--- src/rtl/unpk_adj_pkg.sv ---
package unpk_adj_pkg;

    localparam int BYTE_W    = 8;
    localparam int DIGIT_W   = 4;
    localparam int DIGIT_MAX = 9;
    localparam int FIX_STEP  = 6;

    typedef struct packed {
        logic [BYTE_W-1:0] hi;
        logic [BYTE_W-1:0] lo;
        logic              c;
        logic              h;
    } acc_state_t;

    typedef enum logic [1:0] {
        OP_HOLD   = 2'd0,
        OP_LOAD   = 2'd1,
        OP_ADJUST = 2'd2
    } acc_op_t;

    function automatic acc_op_t pick_op(input logic ld, input logic adj);
        if (ld)       return OP_LOAD;
        else if (adj) return OP_ADJUST;
        else          return OP_HOLD;
    endfunction

endpackage

--- src/rtl/unpk_adj_detect.sv ---
module unpk_adj_detect
    import unpk_adj_pkg::*;
#(
    parameter int W     = BYTE_W,
    parameter int DW    = DIGIT_W,
    parameter int LIMIT = DIGIT_MAX
) (
    input  logic [W-1:0] lo,
    input  logic         half_c,
    output logic         fix
);
    localparam logic [DW-1:0] LIMIT_V = DW'(LIMIT);

    logic [DW-1:0] nib;
    assign nib = lo[DW-1:0];
    assign fix = (nib > LIMIT_V) || half_c;
endmodule

--- src/rtl/unpk_adj_calc.sv ---
module unpk_adj_calc
    import unpk_adj_pkg::*;
#(
    parameter int DW   = DIGIT_W,
    parameter int STEP = FIX_STEP
) (
    input  acc_state_t cur,
    input  logic       fix,
    output acc_state_t nxt
);
    localparam logic [DW-1:0] STEP_V = DW'(STEP);

    logic [DW-1:0] digit;
    assign digit = cur.lo[DW-1:0] + STEP_V;

    always_comb begin
        nxt = cur;
        if (fix) begin
            nxt.lo = '0;
            nxt.lo[DW-1:0] = digit;
            nxt.hi = cur.hi + 1'b1;
            nxt.c  = 1'b1;
            nxt.h  = 1'b1;
        end else begin
            nxt.c  = 1'b0;
            nxt.h  = 1'b0;
        end
    end
endmodule

--- src/rtl/unpk_adj_state.sv ---
module unpk_adj_state
    import unpk_adj_pkg::*;
(
    input  logic       clk,
    input  logic       rst,
    input  acc_op_t    op,
    input  acc_state_t load_val,
    input  acc_state_t adj_val,
    output acc_state_t cur,
    output logic       done
);
    always_ff @(posedge clk) begin
        if (rst) begin
            cur  <= '0;
            done <= 1'b0;
        end else begin
            done <= (op == OP_ADJUST);
            case (op)
                OP_LOAD:   cur <= load_val;
                OP_ADJUST: cur <= adj_val;
                default:   cur <= cur;
            endcase
        end
    end
endmodule

--- src/rtl/unpk_adjust.sv ---
module unpk_adjust
    import unpk_adj_pkg::*;
(
    input  logic              clk,
    input  logic              rst,
    input  logic              load_en,
    input  logic [BYTE_W-1:0] load_hi,
    input  logic [BYTE_W-1:0] load_lo,
    input  logic              load_c,
    input  logic              load_h,
    input  logic              adj_valid,
    output logic              adj_done,
    output logic [BYTE_W-1:0] acc_hi,
    output logic [BYTE_W-1:0] acc_lo,
    output logic              flag_c,
    output logic              flag_h
);
    acc_state_t cur, load_val, adj_val;
    acc_op_t    op;
    logic       fix;

    assign op       = pick_op(load_en, adj_valid);
    assign load_val = '{hi: load_hi, lo: load_lo, c: load_c, h: load_h};

    unpk_adj_detect u_detect (
        .lo     (cur.lo),
        .half_c (cur.h),
        .fix    (fix)
    );

    unpk_adj_calc u_calc (
        .cur (cur),
        .fix (fix),
        .nxt (adj_val)
    );

    unpk_adj_state u_state (
        .clk      (clk),
        .rst      (rst),
        .op       (op),
        .load_val (load_val),
        .adj_val  (adj_val),
        .cur      (cur),
        .done     (adj_done)
    );

    assign acc_hi = cur.hi;
    assign acc_lo = cur.lo;
    assign flag_c = cur.c;
    assign flag_h = cur.h;
endmodule

--- config.mk ---
export PLATFORM = sky130hd
export DESIGN_NAME = unpk_adjust
export DESIGN_NICKNAME = d
export VERILOG_FILES = /design/src/rtl/unpk_adj_pkg.sv /design/src/rtl/unpk_adj_detect.sv /design/src/rtl/unpk_adj_calc.sv /design/src/rtl/unpk_adj_state.sv /design/src/rtl/unpk_adjust.sv
export SDC_FILE = /design/constraint.sdc
export NUM_CORES = 1
export LEC_CHECK = 0
export BUFFER_PORTS_ARGS = -buffer_cell sky130_fd_sc_hd__buf_4
export CORE_MARGIN = 8
export CORE_UTILIZATION = 49
export DETAILED_ROUTE_END_ITERATION = 16
export PLACE_DENSITY_LB_ADDON = 0.2
export SLEW_MARGIN = 20
export SYNTH_ARGS = -nofsm -noshare
export SYNTH_HDL_FRONTEND = slang
export SYNTH_SLANG_ARGS = --single-unit
--- constraint.sdc ---
create_clock -name clk -period 2.4 [get_ports clk]
set_input_delay 0.36 -clock clk [delete_from_list [all_inputs] [get_ports clk]]
set_output_delay 0.36 -clock clk [all_outputs]
set_load 0.01 [all_outputs]
# Yosys cells after proc, flatten, opt, wreduce, memory -nomap -nowiden
# Cells that the tools add are included.
# totals
reg_bits,19
input_bits,22
output_inout_bits,19
elab_cells,19
# classes
n_addsub,2
n_lt_le_gt_ge,1
n_eq_ne,3
mux,5
n_reduce_logical,3
# op_table
operator,n
18-bit case mux with 2 select lines,1
16-bit 2-to-1 mux,1
8-bit by 1-bit adder with 8-bit output (second input constant),1
2-bit 2-to-1 mux,3
4-bit by 3-bit adder with 4-bit output (second input constant),1
4-bit > comparator (second input constant),1
2-bit by 1-bit == test with 1-bit output (second input constant),1
2-bit == test (second input constant),1
2-bit != test (second input constant),1
2-bit AND reduction,1
2-bit nonzero test,1
1-bit logical OR,1

# Logic depth before layout (Yosys ltp)
# depth
word_depth,5
ltp_mapped,5
depth_no_buf,5

# Cells and area by module
# From an unflattened synthesis, not the netlist that was laid out.
# unflattened
cells_unflattened,120
area_unflattened_um2,1168.6
# by_module_without_submodules
module,instances,cells_per_inst,area_each_um2,seq_area_each_um2
unpk_adj_state,1,84,893.4,380.4
unpk_adj_calc,1,33,250.2,0.0
unpk_adjust,1,1,13.8,0.0
unpk_adj_detect,1,2,11.3,0.0

# Least setup slack after synthesis
# OpenSTA, ideal clock, no wires.
# synth_timing
path_kind,register to register
startpoint,"register, netlist name u_state.cur[10]"
endpoint,"register, netlist name u_state.cur[14]"
setup_time_ns,0.086
arrival_time_ns,1.407
required_ns,2.314
path_slack_ns,0.908
stages_incl_launch_ff,6
n_path_buf,0
synth_period_minus_slack_ns,1.492
path_cell_list,dfxtp_1 -> ha_1 -> nand3_1 -> or3_1 -> xor2_1 -> a211oi_1
# synth_between
elab_chain_cells,3
# synth_rtl
item,line,rtl
8-bit by 1-bit adder with 8-bit output,unpk_adj_calc.sv:21,nxt.hi = cur.hi + 1'b1;
16-bit 2-to-1 mux,unpk_adj_calc.sv:18,if (fix) begin
18-bit case mux with 2 select lines,unpk_adj_state.sv:18,case (op)
# Every way passes these cells. The select of a mux whose other input is x is not followed.
# A chain may end at the register's enable or synchronous reset.

# Worst setup path in the final report
# layout_timing
startpoint,"register, netlist name u_state.cur[3]"
endpoint,"register, netlist name u_state.cur[16]"
# layout_between
elab_chain_cells,4
# layout_rtl
item,line,rtl
4-bit > comparator,unpk_adj_detect.sv:16,assign fix = (nib > LIMIT_V) || half_c;
1-bit logical OR,unpk_adj_detect.sv:16,
2-bit != test (no line),--,
2-bit AND reduction (no line),--,
# Every way passes these cells.

==> results.sh <==
export IMPL_fmax_ghz=0.558
export IMPL_syn_num_nets=136
export IMPL_grt_remaining_overflow=0
export IMPL_synthAdderAreaFrac=0.0272
export IMPL_synth_xor_area_frac=0.0477
export IMPL_syn_area_per_cell_um2=8.20
export IMPL_dp_hpwl_um=2040
export IMPL_multi_input_area_um2=497
export IMPL_worstPathRequired_ns=2.63
export IMPL_grt_busiest_layer="met2"
export IMPL_synth_mux_area_fraction=0.0109
export IMPL_arrival_ns=2.02
export IMPL_criticalPathCategory="flop to flop"
export IMPL_drt_pass1_iterations=4
export IMPL_synth_seq_area_share=0.414
export IMPL_initial_core_util=0.526
export IMPL_finalCritPeriodShare=0.747
export IMPL_synth_top_area_frac=0.414
export IMPL_synth_compound_area_frac=0.236
export IMPL_syn_to_final_growth_pct=37.7
export IMPL_placementRows=15
export IMPL_cp_startpoint="u_state.cur[3]"
export IMPL_gr_usage_met3=0.0477
export IMPL_cts_buffers=3
export IMPL_worst_slew_pin_slew_ns=0.761
export IMPL_routed_via_density=5.63
export IMPL_netlist_area_um2=918
export IMPL_synth_top_family_by_area="compound AO/OA/AOI/OAI gates"
export IMPL_combPwrFrac=0.225
export IMPL_internal_power_mw=0.482
export IMPL_critical_path_top_delay_family="compound AO/OA/AOI/OAI gates"
export IMPL_critPathSlowestCell="o21ai_0"
export IMPL_ys_warn_count=0
export IMPL_worstPathCellList="o21a_4 -> o21ai_0 -> o21ai_0 -> a211oi_1"
export IMPL_async_flop_share=0
export IMPL_ys_ff_latch=19
export IMPL_hold_class="input pin to flop"
export IMPL_tns_ns=0
export IMPL_ant_nets=0
export IMPL_power_density_nw_per_um2=542
export IMPL_whs_ns=0.286
export IMPL_clk_latency_ns=0.30
export IMPL_synth_largest_area_cell="dfxtp_1"
export IMPL_power_switching_mw=0.204
export IMPL_fill_cells=149
export IMPL_via_count=996
export IMPL_register_area_um2=380
export IMPL_leakage_nw=0.537
export IMPL_met2_usage=0.268
export IMPL_synthTopCellsByArea="dfxtp_1 (41%), a211oi_1 (5.7%), nand3_1 (5.4%)"
export IMPL_p_total_mw=0.686
export IMPL_start_kind="flop"
export IMPL_synthFlopType="dfxtp_1"
export IMPL_crit_buf_inv=0
export IMPL_min_delay_start="load_lo[0]"
export IMPL_grt_pass1_wl_um=4400
export IMPL_yosysUniqueCellTypes=29
export IMPL_grt_use_met1=0.177
export IMPL_status="finished clean"
export IMPL_rsz0062_at_grt="false"
export IMPL_synth_simple_area_share=0.219
export IMPL_final_nets=177
export IMPL_hold_violations=0
export IMPL_crit_top_cell="o21ai_0"
export IMPL_die_area_um2=3520
export IMPL_core_um2=1750
export IMPL_synthTopCellsByCount="dfxtp_1 (19), nor2_1 (13), nand2_1 (10), nand3_1 (10)"
export IMPL_cts_hold_buffers=0
export IMPL_finalSetupViolations=0
export IMPL_clock_sinks=19
export IMPL_swShare=0.297
export IMPL_r2r_start="u_state.cur[3]"
export IMPL_fin_skew_ns=0.00153
export IMPL_drtIter0Drc=15
export IMPL_routabilityCongestion=0.885
export IMPL_pwr_share_seq=0.531
export IMPL_grt_pass1_vias=1022
export IMPL_ir_worst_vdd_mv=0.344
export IMPL_cts_root_buf="clkbuf_4"
export IMPL_antenna_found_initial=0
export IMPL_synth_edff_count=0
export IMPL_drv_cap=0
export IMPL_cts_htree_levels=1
export IMPL_maxSlewViolCount=0
export IMPL_track_usage=0.160
export IMPL_cts_tree="built"
export IMPL_routedWlPerCell_um=15.2
export IMPL_post_cts_repair_setup_buffers=0
export IMPL_grt_start_max_net_pins=20
export IMPL_post_synth_top_count_cell="dfxtp_1"
export IMPL_cp_max_fo=6
export IMPL_final_util=0.725
export IMPL_syn_inst=112
export IMPL_cts_resized=0
export IMPL_endpoint_kind="flop"
export IMPL_relSlewSlack=0.488
export IMPL_drive_above_1_share=0.303
export IMPL_port_buffer_count=40
export IMPL_drc_errors=0
export IMPL_clk_pin_slew_ns=0.11
export IMPL_clockBufferDepth=2
export IMPL_critical_path_max_stage_delay_ns=0.60
export IMPL_diodes=0
export IMPL_pin_count=41
export IMPL_p_clk_frac=0.244
export IMPL_period_needed_ns=1.79
export IMPL_die_w_um=59.3
export IMPL_routed_wl_um=2690
export IMPL_die_height_um=59.3
==> through the flow <==
| step | worst slack [ns] | cells | instance area, um2 |
|---|---|---|---|
| after floorplan | 0.908 | 112 | 918 |
| after global placement | 0.701 | 173 | 1240 |
| after detailed placement | 0.642 | 173 | 1240 |
| after CTS | 0.586 | 177 | 1260 |
| after global routing | 0.423 | 177 | 1260 |
| final | 0.606 | 177 | 1260 |
==> state kept, by name, summed over array words and instances (netlist names) <==
name	cells
u_state.done	1
u_state.cur	18
==> kinds of logic (layout without fill, tap and decap cells) <==
| family | after synthesis | in the layout |
|---|---|---|
| simple gates | 43 | 43 |
| xor+xnor | 5 | 5 |
| mux | 1 | 1 |
| fa+ha+maj | 2 | 2 |
| compound gates | 31 | 31 |
| buf+inv | 11 | 51 |
| flops | 19 | 19 |
==> area by class of cell <==
class,count,share of cell area
flip-flops and latches,19,0.301
well taps,25,0.0247
repair buffers,41,0.243
clock buffers,4,0.0208
multi-input cells,82,0.393
inverters,6,0.0178
==> tightest hold or removal path: stages <==
cell and delay, ns:
buf_4 0.07, mux2i_1 0.05, nor2_1 0.07
==> worst paths after layout <==
check                                  endpoint  depth (start not counted)  slack (ns)
worst max register to register  u_state.cur[16]                          4        0.61
worst max-delay path            u_state.cur[16]                          4        0.61
worst min-delay path             u_state.cur[2]                          3        0.29
worst min register to register   u_state.cur[9]                          2        0.48
==> cell usage in the layout, fill, tap and decap left out, drive strengths merged <==
cell type,synthesis,layout
buf,2,41
dfxtp,19,19
nor2,13,13
nand3,10,10
nand2,10,10
a211oi,7,7
a21oi,7,7
o21ai,7,7
inv,6,6
clkbuf,3,4
nor3,3,3
xnor2,3,3
a311oi,3,3
or3,2,2
a221oi,2,2
o211ai,2,2
xor2,2,2
ha,2,2
nor2b,1,1
and4,1,1
o21a,1,1
a22o,1,1
or4,1,1
o31ai,1,1
mux2i,1,1
nand4,1,1
nor4b,1,1
==> per-layer routing <==
metal / share of wire / vias to the layer above / wire length (um)
met4: 0.024 / 0 / 65
met5: 0 / - / 0
met1: 0.44 / 461 / 1180
met3: 0.063 / 10 / 169
li1: - / 492 / -
met2: 0.47 / 33 / 1270
==> power by group through the flow <==
| stage | registers, mW | logic (mW) | clock network [mW] |
|---|---|---|---|
| 6_report | 0.364 | 0.154 | 0.167 |
| 5_1_grt | 0.367 | 0.171 | 0.184 |
| 4_1_cts | 0.364 | 0.155 | 0.170 |
| 3_5_place_dp | 0.371 | 0.155 | 0 |
| 3_3_place_gp | 0.369 | 0.150 | 0 |
| 2_1_floorplan | 0.376 | 0.0664 | 0 |
Power figures use the tool's default switching activity.
